$ cat config.mk
export PLATFORM = sky130hd
export DESIGN_NAME = dma_irq_bank
export DESIGN_NICKNAME = d
export VERILOG_FILES = /design/src/rtl/dma_irq_bank.sv
export SDC_FILE = /design/constraint.sdc
export NUM_CORES = 1
export LEC_CHECK = 0
export BUFFER_PORTS_ARGS = -buffer_cell sky130_fd_sc_hd__buf_2
export CORE_MARGIN = 2
export CORE_UTILIZATION = 53
export CTS_CLUSTER_SIZE = 14
export DETAILED_ROUTE_END_ITERATION = 6
export PLACE_DENSITY = 0.86
export SYNTH_ARGS = -nofsm -noshare
export SYNTH_HDL_FRONTEND = slang
export SYNTH_SLANG_ARGS = --single-unit
$ cat constraint.sdc
create_clock -name clk -period 2.2 [get_ports clk]
set_input_delay 0.55 -clock clk [delete_from_list [all_inputs] [get_ports clk]]
set_output_delay 0.55 -clock clk [all_outputs]
set_load 0.05 [all_outputs]
$ cat src/rtl/dma_irq_bank.sv
module dma_irq_bank #(
  parameter int NCH = 8,
  parameter int AW  = 4,
  parameter int DW  = 32
) (
  input  logic          clk,
  input  logic          rst,
  input  logic          wr_en,
  input  logic          rd_en,
  input  logic [AW-1:0] addr,
  input  logic [DW-1:0] wdata,
  output logic [DW-1:0] rdata,
  input  logic [NCH-1:0] tc_pulse,
  input  logic [NCH-1:0] err_pulse,
  input  logic [NCH-1:0] ch_en_set,
  input  logic [NCH-1:0] ch_done,
  output logic          irq_tc,
  output logic          irq_err
);

  localparam logic [AW-1:0] A_MTC  = AW'(0);
  localparam logic [AW-1:0] A_MERR = AW'(1);
  localparam logic [AW-1:0] A_CTC  = AW'(2);
  localparam logic [AW-1:0] A_CERR = AW'(3);
  localparam logic [AW-1:0] A_RTC  = AW'(4);
  localparam logic [AW-1:0] A_RERR = AW'(5);
  localparam logic [AW-1:0] A_EN   = AW'(6);
  localparam logic [AW-1:0] A_KTC  = AW'(7);
  localparam logic [AW-1:0] A_KERR = AW'(8);

  logic [NCH-1:0] tc_raw, err_raw, tc_mask, err_mask, en_q;
  logic [NCH-1:0] tc_clr, err_clr, wbits;
  logic [DW-1:0]  rd_word;

  assign wbits   = wdata[NCH-1:0];
  assign tc_clr  = (wr_en && addr == A_CTC)  ? wbits : '0;
  assign err_clr = (wr_en && addr == A_CERR) ? wbits : '0;

  always_ff @(posedge clk) begin
    if (rst) begin
      tc_raw   <= '0;
      err_raw  <= '0;
      tc_mask  <= '0;
      err_mask <= '0;
      en_q     <= '0;
      irq_tc   <= 1'b0;
      irq_err  <= 1'b0;
    end else begin
      tc_raw  <= (tc_raw  & ~tc_clr)  | tc_pulse;
      err_raw <= (err_raw & ~err_clr) | err_pulse;
      en_q    <= (en_q & ~ch_done) | ch_en_set;
      if (wr_en && addr == A_KTC)  tc_mask  <= wbits;
      if (wr_en && addr == A_KERR) err_mask <= wbits;
      irq_tc  <= |(tc_raw & tc_mask);
      irq_err <= |(err_raw & err_mask);
    end
  end

  always_comb begin
    rd_word = '0;
    case (addr)
      A_MTC:   rd_word[NCH-1:0] = tc_raw & tc_mask;
      A_MERR:  rd_word[NCH-1:0] = err_raw & err_mask;
      A_RTC:   rd_word[NCH-1:0] = tc_raw;
      A_RERR:  rd_word[NCH-1:0] = err_raw;
      A_EN:    rd_word[NCH-1:0] = en_q;
      A_KTC:   rd_word[NCH-1:0] = tc_mask;
      A_KERR:  rd_word[NCH-1:0] = err_mask;
      default: rd_word = '0;
    endcase
  end

  always_ff @(posedge clk) begin
    if (rst)        rdata <= '0;
    else if (rd_en) rdata <= rd_word;
  end

endmodule

==> results of run 1 <==
[worst register-to-register path, cell delays in order (launching register included)]
cell     delay (ns)
dfxtp_1        0.37
or4b_1         0.44
o22ai_1        0.20
o31ai_1        0.14
a21oi_1        0.16
[cells by family after synthesis]
logic type | share of synthesized area [%]
AND/OR/NAND/NOR | 21.3
flip-flops | 36.2
AO/OA/AOI/OAI | 22.8
other | 0.136
buffers and inverters | 13.9
multiplexers | 5.79
[power by group through the flow]
stage	clock network [mW]	registers [mW]	logic (mW)
2_1_floorplan	0	0.992	0.265
6_report	0.641	0.981	0.322
4_1_cts	0.658	0.980	0.320
3_5_place_dp	0	1.00	0.318
5_1_grt	0.696	0.985	0.348
3_3_place_gp	0	0.999	0.311
[worst paths after layout]
path,start,endpoint,slack (ns),cells after the start
setup / recovery,addr[0],tc_mask[5],0.52,6
hold / removal,ch_en_set[6],en_q[6],0.45,3
setup reg to reg,tc_raw[6],rdata[6],0.82,4
hold reg to reg,rdata[6],rdata[6],0.47,2
[per-stage QoR]
step | total power [mW] | setup WS, ns | utilization, % | hold WS, ns
global route | 2.03 | 0.447 | 61.2 | 0.449
detailed placement | 1.32 | 0.223 | 59.0 | 0.465
global placement | 1.31 | 0.271 | 59.0 | 0.462
floorplan | 1.26 | 0.569 | - | 0.449
CTS | 1.96 | 0.540 | 61.2 | 0.444
finish | 1.94 | 0.519 | 61.2 | 0.446
[layout by cell type, fill, tap and decap left out, drive strengths merged, types with 3 or more instances in the layout]
master	n
buf	65
dfxtp	50
nor2	42
a21oi	41
inv	25
conb	24
nand3	17
mux2i	16
nand2	15
o21ai	9
nand2b	8
nor2b	8
nand3b	7
a211oi	7
a21o	6
a2111oi	6
clkbuf	6
a22oi	4
nand4b	3
[metal layers]
| metal | vias up | share of wire [%] |
|---|---|---|
| met5 | - | 0 |
| met4 | 0 | 2.5 |
| met3 | 17 | 8.3 |
| met2 | 106 | 48 |
| met1 | 1163 | 41 |
| li1 | 1185 | - |
[flip-flops by register name (all words and copies together) (netlist names)]
signal and cells:
irq_err 1, err_raw 8, tc_mask 8, irq_tc 1
rdata 8, tc_raw 8, en_q 8, err_mask 8
[area by class of cell]
class / count / area, sq um
Clock inverter: 2 / 37.5
Multi-Input combinational cell: 234 / 1470
Timing Repair Buffer: 65 / 345
Tap cell: 70 / 87.6
Sequential cell: 50 / 1000
Fill cell: 445 / 1970
Inverter: 25 / 93.8
Clock buffer: 6 / 72.6
==> out/metrics.yaml, run 1 <==
global_route:
  top_usage_layer: "met2"
  grt_max_degree: 51
  grt_util_met2_pct: 39.3
  grt_pass1_wl_mm: 11.0
  grt-ovfl-total: 0
  met3_usage_pct: 4.50
  antenna_found_initial: 0
  grt_pass1_vias: 2306
  grt_use_total_pct: 23.8
  grt_util_met1_pct: 30.4
power:
  power_switching_mw: 0.566
  p_per_area_mw_per_mm2: 626
  clock_power_share_pct: 33.0
  p_comb_share_pct: 16.6
  p_int_mw: 1.38
  ir_worst_vdd_mv: 0.428
  p_leak_nw: 1.40
  p_sw_share_pct: 29.1
  seqPwrFrac_pct: 50.5
worst_setup_path:
  path_class: "in2reg"
  cp-end-kind: "register"
  cp_num_buf_inv: 3
  crit_top_cell: "buf_4"
  max_stage_delay_ns: 0.45
  path_cells: "buf_2, buf_4, and4b_1, buf_4, nand3_1, a21oi_1"
  critPathLaunchType: "input port"
  crit_family: "buffers and inverters"
  worst-path-max-fanout: 16
  crit_arrival_ns: 1.92
  slowest_stage: "and4b_1"
  worstPathRequired_ns: 2.44
yosys:
  synth_cells: 330
  synth_top_area_share_pct: 36.2
  ys_types: 43
  synth_top_cells_by_count: "dfxtp_1 (50), nor2_1 (41), a21oi_1 (35), buf_4 (27), inv_1 (25)"
  yosysTopAreaCell: "dfxtp_1"
  synthTopCellsByArea: "dfxtp_1 (36%), buf_4 (7.3%), a21oi_1 (6.3%), mux2i_1 (5.8%), nor2_1 (5.6%)"
  synth_edf_count: 0
  synth_ff_type: "dfxtp_1"
  ys_async_sr_fraction_pct: 0
  synth_warnings: 0
  synth_area_sq_mm: 0.00277
  avgSynthCellArea_sq_um: 8.38
  synth-seq-area-share_pct: 36.2
  ys_seq_elements: 50
  synth_most_common_cell: "dfxtp_1"
clock_network:
  post_cts_buffers: 0
  htree_levels: 2
  numCtsBuffers: 5
  cts_sinks: 50
  cts_resized: 0
  tritoncts: "done"
  clockBufferDepth: 2
  cts_hold_buffers: 0
  clk_pin_slew_worst_paths_ns: 0.09
  clockRootBuffer: "clkbuf_8"
  insertion_delay_ns: 0.30
floorplan:
  num_io_pins: 106
  rows: 26
  die_h_microns: 76.2
  initial_core_util_pct: 54.5
  dieWidth_microns: 76.2
  die-area_sq_mm: 0.00581
  coreArea_sq_mm: 0.00507
final_layout:
  layout-drive-gt1-share_pct: 24.9
  synthToLayoutAreaGrowth_pct: 12.3
  diodes: 0
  final_area_sq_mm: 0.00311
  fin_cells: 452
  finalNetCount: 453
sta:
  worst_pin_slew_ns: 0.538
  post-route-period-util_pct: 76.4
  max_freq_mhz: 595
  finClkSkew_ns: 0.00594
  fin_crit_ns: 1.68
  maxSlewViolCount: 0
  finalSetupViolations: 0
  setup_tns_ns: 0
  hold_violations: 0
  grt_setup_unrepaired: "false"
  maxSlewHeadroom_pct: 64.2
route:
  drc: 0
  postRouteAntennaNets: 0
  vias: 2471
  drt_wl_total_mm: 6.81
  drt_iter0_markers: 230
  wl_per_cell_microns: 15.1
  first_pass_iters: 4
  vias_per_cell: 5.47
worst_hold_path:
  hold_path_class: "in2reg"
placed_design:
  gp_congestion: 0.856
  port_buffers: 57
  placed_cell_area_sq_mm: 0.00300
  dp.cells: 444
  dp_hpwl_mm: 5.12
run:
  drv_cap: 0
outcome:
  outcome: "complete, no violations"
(Power assumes the default switching activity.)
==> run 2, diff against run 1 <==
--- a/config.mk
+++ b/config.mk
@@ -7,10 +7,10 @@
 export LEC_CHECK = 0
 export BUFFER_PORTS_ARGS = -buffer_cell sky130_fd_sc_hd__buf_2
 export CORE_MARGIN = 2
-export CORE_UTILIZATION = 53
+export CORE_UTILIZATION = 44
 export CTS_CLUSTER_SIZE = 14
 export DETAILED_ROUTE_END_ITERATION = 6
-export PLACE_DENSITY = 0.86
+export PLACE_DENSITY = 0.76
 export SYNTH_ARGS = -nofsm -noshare
 export SYNTH_HDL_FRONTEND = slang
 export SYNTH_SLANG_ARGS = --single-unit
==> constraint.sdc (replaced) <==
create_clock -name clk -period 1.5 [get_ports clk]
set_input_delay 0.375 -clock clk [delete_from_list [all_inputs] [get_ports clk]]
set_output_delay 0.375 -clock clk [all_outputs]
set_load 0.05 [all_outputs]
==> run 2 against run 1 <==
Critical path depth is the same; critical path type unchanged; largest cell class unchanged; clock power rose by 47%; die area up 19%; clock skew down 0.0017 ns; register-to-register slack worse by 0.65 ns; sequential power is 47% higher; non-clock buffer count grew 15; final area rose by 5.0%.
==> out/metrics.yaml, run 2 (synthesis gave the netlist of run 1 again) <==
clock_network:
  htree_levels: 2  # unchanged
  clockRootBuffer: "clkbuf_8"
  cts_sinks: 50  # unchanged
  cts_hold_buffers: 0  # unchanged
  post_cts_buffers: 0  # unchanged
  clockBufferDepth: 2  # unchanged
  numCtsBuffers: 5  # unchanged
  insertion_delay_ns: 0.30  # about the same
  tritoncts: "done"
  clk_pin_slew_worst_paths_ns: 0.09  # about the same
  cts_resized: 0  # unchanged
worst_setup_path:
  critPathLaunchType: "input port"
  cp_num_buf_inv: 2  # -1
  path_cells: "buf_2, buf_4, nor2b_1, a21oi_1, a221o_1, a211oi_1"
  slowest_stage: "a221o_1"
  worst-path-max-fanout: 10  # -6
  crit_arrival_ns: 1.59  # -0.33 ns
  max_stage_delay_ns: 0.34  # -0.11 ns
  cp-end-kind: "register"
  worstPathRequired_ns: 1.71  # -0.73 ns
  crit_family: "compound AO/OA/AOI/OAI gates"
  path_class: "in2reg"
run:
  drv_cap: 0  # unchanged
power:
  ir_worst_vdd_mv: 0.505  # +18%
  p_leak_nw: 1.49  # +6.7%
  power_mw: 2.89  # +49%
  p_per_area_mw_per_mm2: 887  # +42%
worst_hold_path:
  hold_path_class: "in2reg"
final_layout:
  final_area_sq_mm: 0.00326  # +5.0%
  fin_cells: 472  # +4.4%
  finalNetCount: 468  # +3.3%
  fillers: 561  # +26%
  final_cell_mix: "buf_2 (57), dfxtp_1 (50), nor2_1 (41), a21oi_1 (35), inv_1 (25)"
  regArea_sq_mm: 0.00100  # unchanged
  synthToLayoutAreaGrowth_pct: 17.9
  multi_input_area_sq_mm: 0.00147  # unchanged
  layout-drive-gt1-share_pct: 28.0  # +3.1 points
  final_common_cell: "buf_2"
  diodes: 0  # unchanged
  fin_util_pct: 54.4  # -6.8 points
sta:
  hold_violations: 0  # unchanged
  fin_crit_ns: 1.38
  finalSetupViolations: 0  # unchanged
  finClkSkew_ns: 0.00422  # -0.00171 ns
  post-route-period-util_pct: 91.9
  maxSlewViolCount: 0  # unchanged
  setup_ws_ns: 0.122  # -0.397 ns
  max_freq_mhz: 726
  grt_setup_unrepaired: "false"
global_route:
  grt_util_met1_pct: 24.0  # -6.5 points
  grt_pass1_vias: 2520  # +9.3%
  top_usage_layer: "met2"
  grt_pass1_wl_mm: 11.7  # +6.1%
  grt_use_total_pct: 20.9  # -3.0 points
  grt_max_degree: 27  # -47%
  antenna_found_initial: 0  # unchanged
  grt_util_met2_pct: 36.6  # -2.7 points
  grt-ovfl-total: 0  # unchanged
  met3_usage_pct: 6.36  # +1.9 points
floorplan:
  dieWidth_microns: 83.3  # +9.2%
  die-area_sq_mm: 0.00694  # +19%
  rows: 28  # +7.7%
  num_io_pins: 106  # unchanged
  coreArea_sq_mm: 0.00599  # +18%
  initial_core_util_pct: 46.2  # -8.3 points
  die_h_microns: 83.3  # +9.2%
route:
  drc: 0  # unchanged
  vias: 2528  # +2.3%
  drt_iter0_markers: 97  # -58%
  vias_per_cell: 5.36  # -2.0%
  postRouteAntennaNets: 0  # unchanged
  drt_wl_total_mm: 7.20  # +5.7%
  wl_per_cell_microns: 15.3  # +1.2%
  first_pass_iters: 5  # +1
placed_design:
  port_buffers: 57  # unchanged
  gp_congestion: 0.899  # +5.1%
  dp_hpwl_mm: 5.82  # +14%
  pre_cts_ws_ns: -0.182  # -0.405 ns
  dp.cells: 464  # +4.5%
  placed_cell_area_sq_mm: 0.00315  # +5.2%
outcome:
  outcome: "complete, no violations"
run 2: worst paths after layout:
path / start / cells past startpoint / end / slack, ns
max: addr[3] / 6 / rdata[1] / 0.12
min: ch_en_set[5] / 3 / en_q[5] / 0.27
max reg2reg: tc_raw[6] / 4 / rdata[6] / 0.17
min reg2reg: rdata[6] / 2 / rdata[6] / 0.48
run 2: cell type report:
cell class | count | area share, %
tap | 75 | 2.88
sequential | 50 | 30.7
inverter | 25 | 2.88
multi-input combinational | 234 | 45.0
timing repair buffer | 80 | 15.2
clock inverter | 3 | 1.23
clock buffer | 5 | 2.11
run 2: metal layers:
layer | vias up | part of all wire [%]
met1 | 1197 | 40
met4 | 0 | 1.7
met5 | - | 0
met2 | 94 | 51
li1 | 1220 | -
met3 | 17 | 7.2
run 2: power by group:
part	internal, mW	total [mW]	switching (mW)
logic	0.174	0.512	0.337
clock network	0.491	0.943	0.452
registers	1.38	1.44	0.0581
total	2.05	2.89	0.847
run 2: worst register-to-register path: cells and delay by family, from the launching register on:
kind	cells	cell delay, ns
AOI/OAI and AO/OA	3	0.46
and+or+nand+nor	1	0.45
DFF	1	0.37
run 2: stage by stage:
stage	hold WS, ns	setup TNS, ns
5_1_grt	0.270	0
2_1_floorplan	0.449	0
4_1_cts	0.272	0
6_report	0.272	0
3_3_place_gp	0.464	-1.33
3_5_place_dp	0.469	-2.00
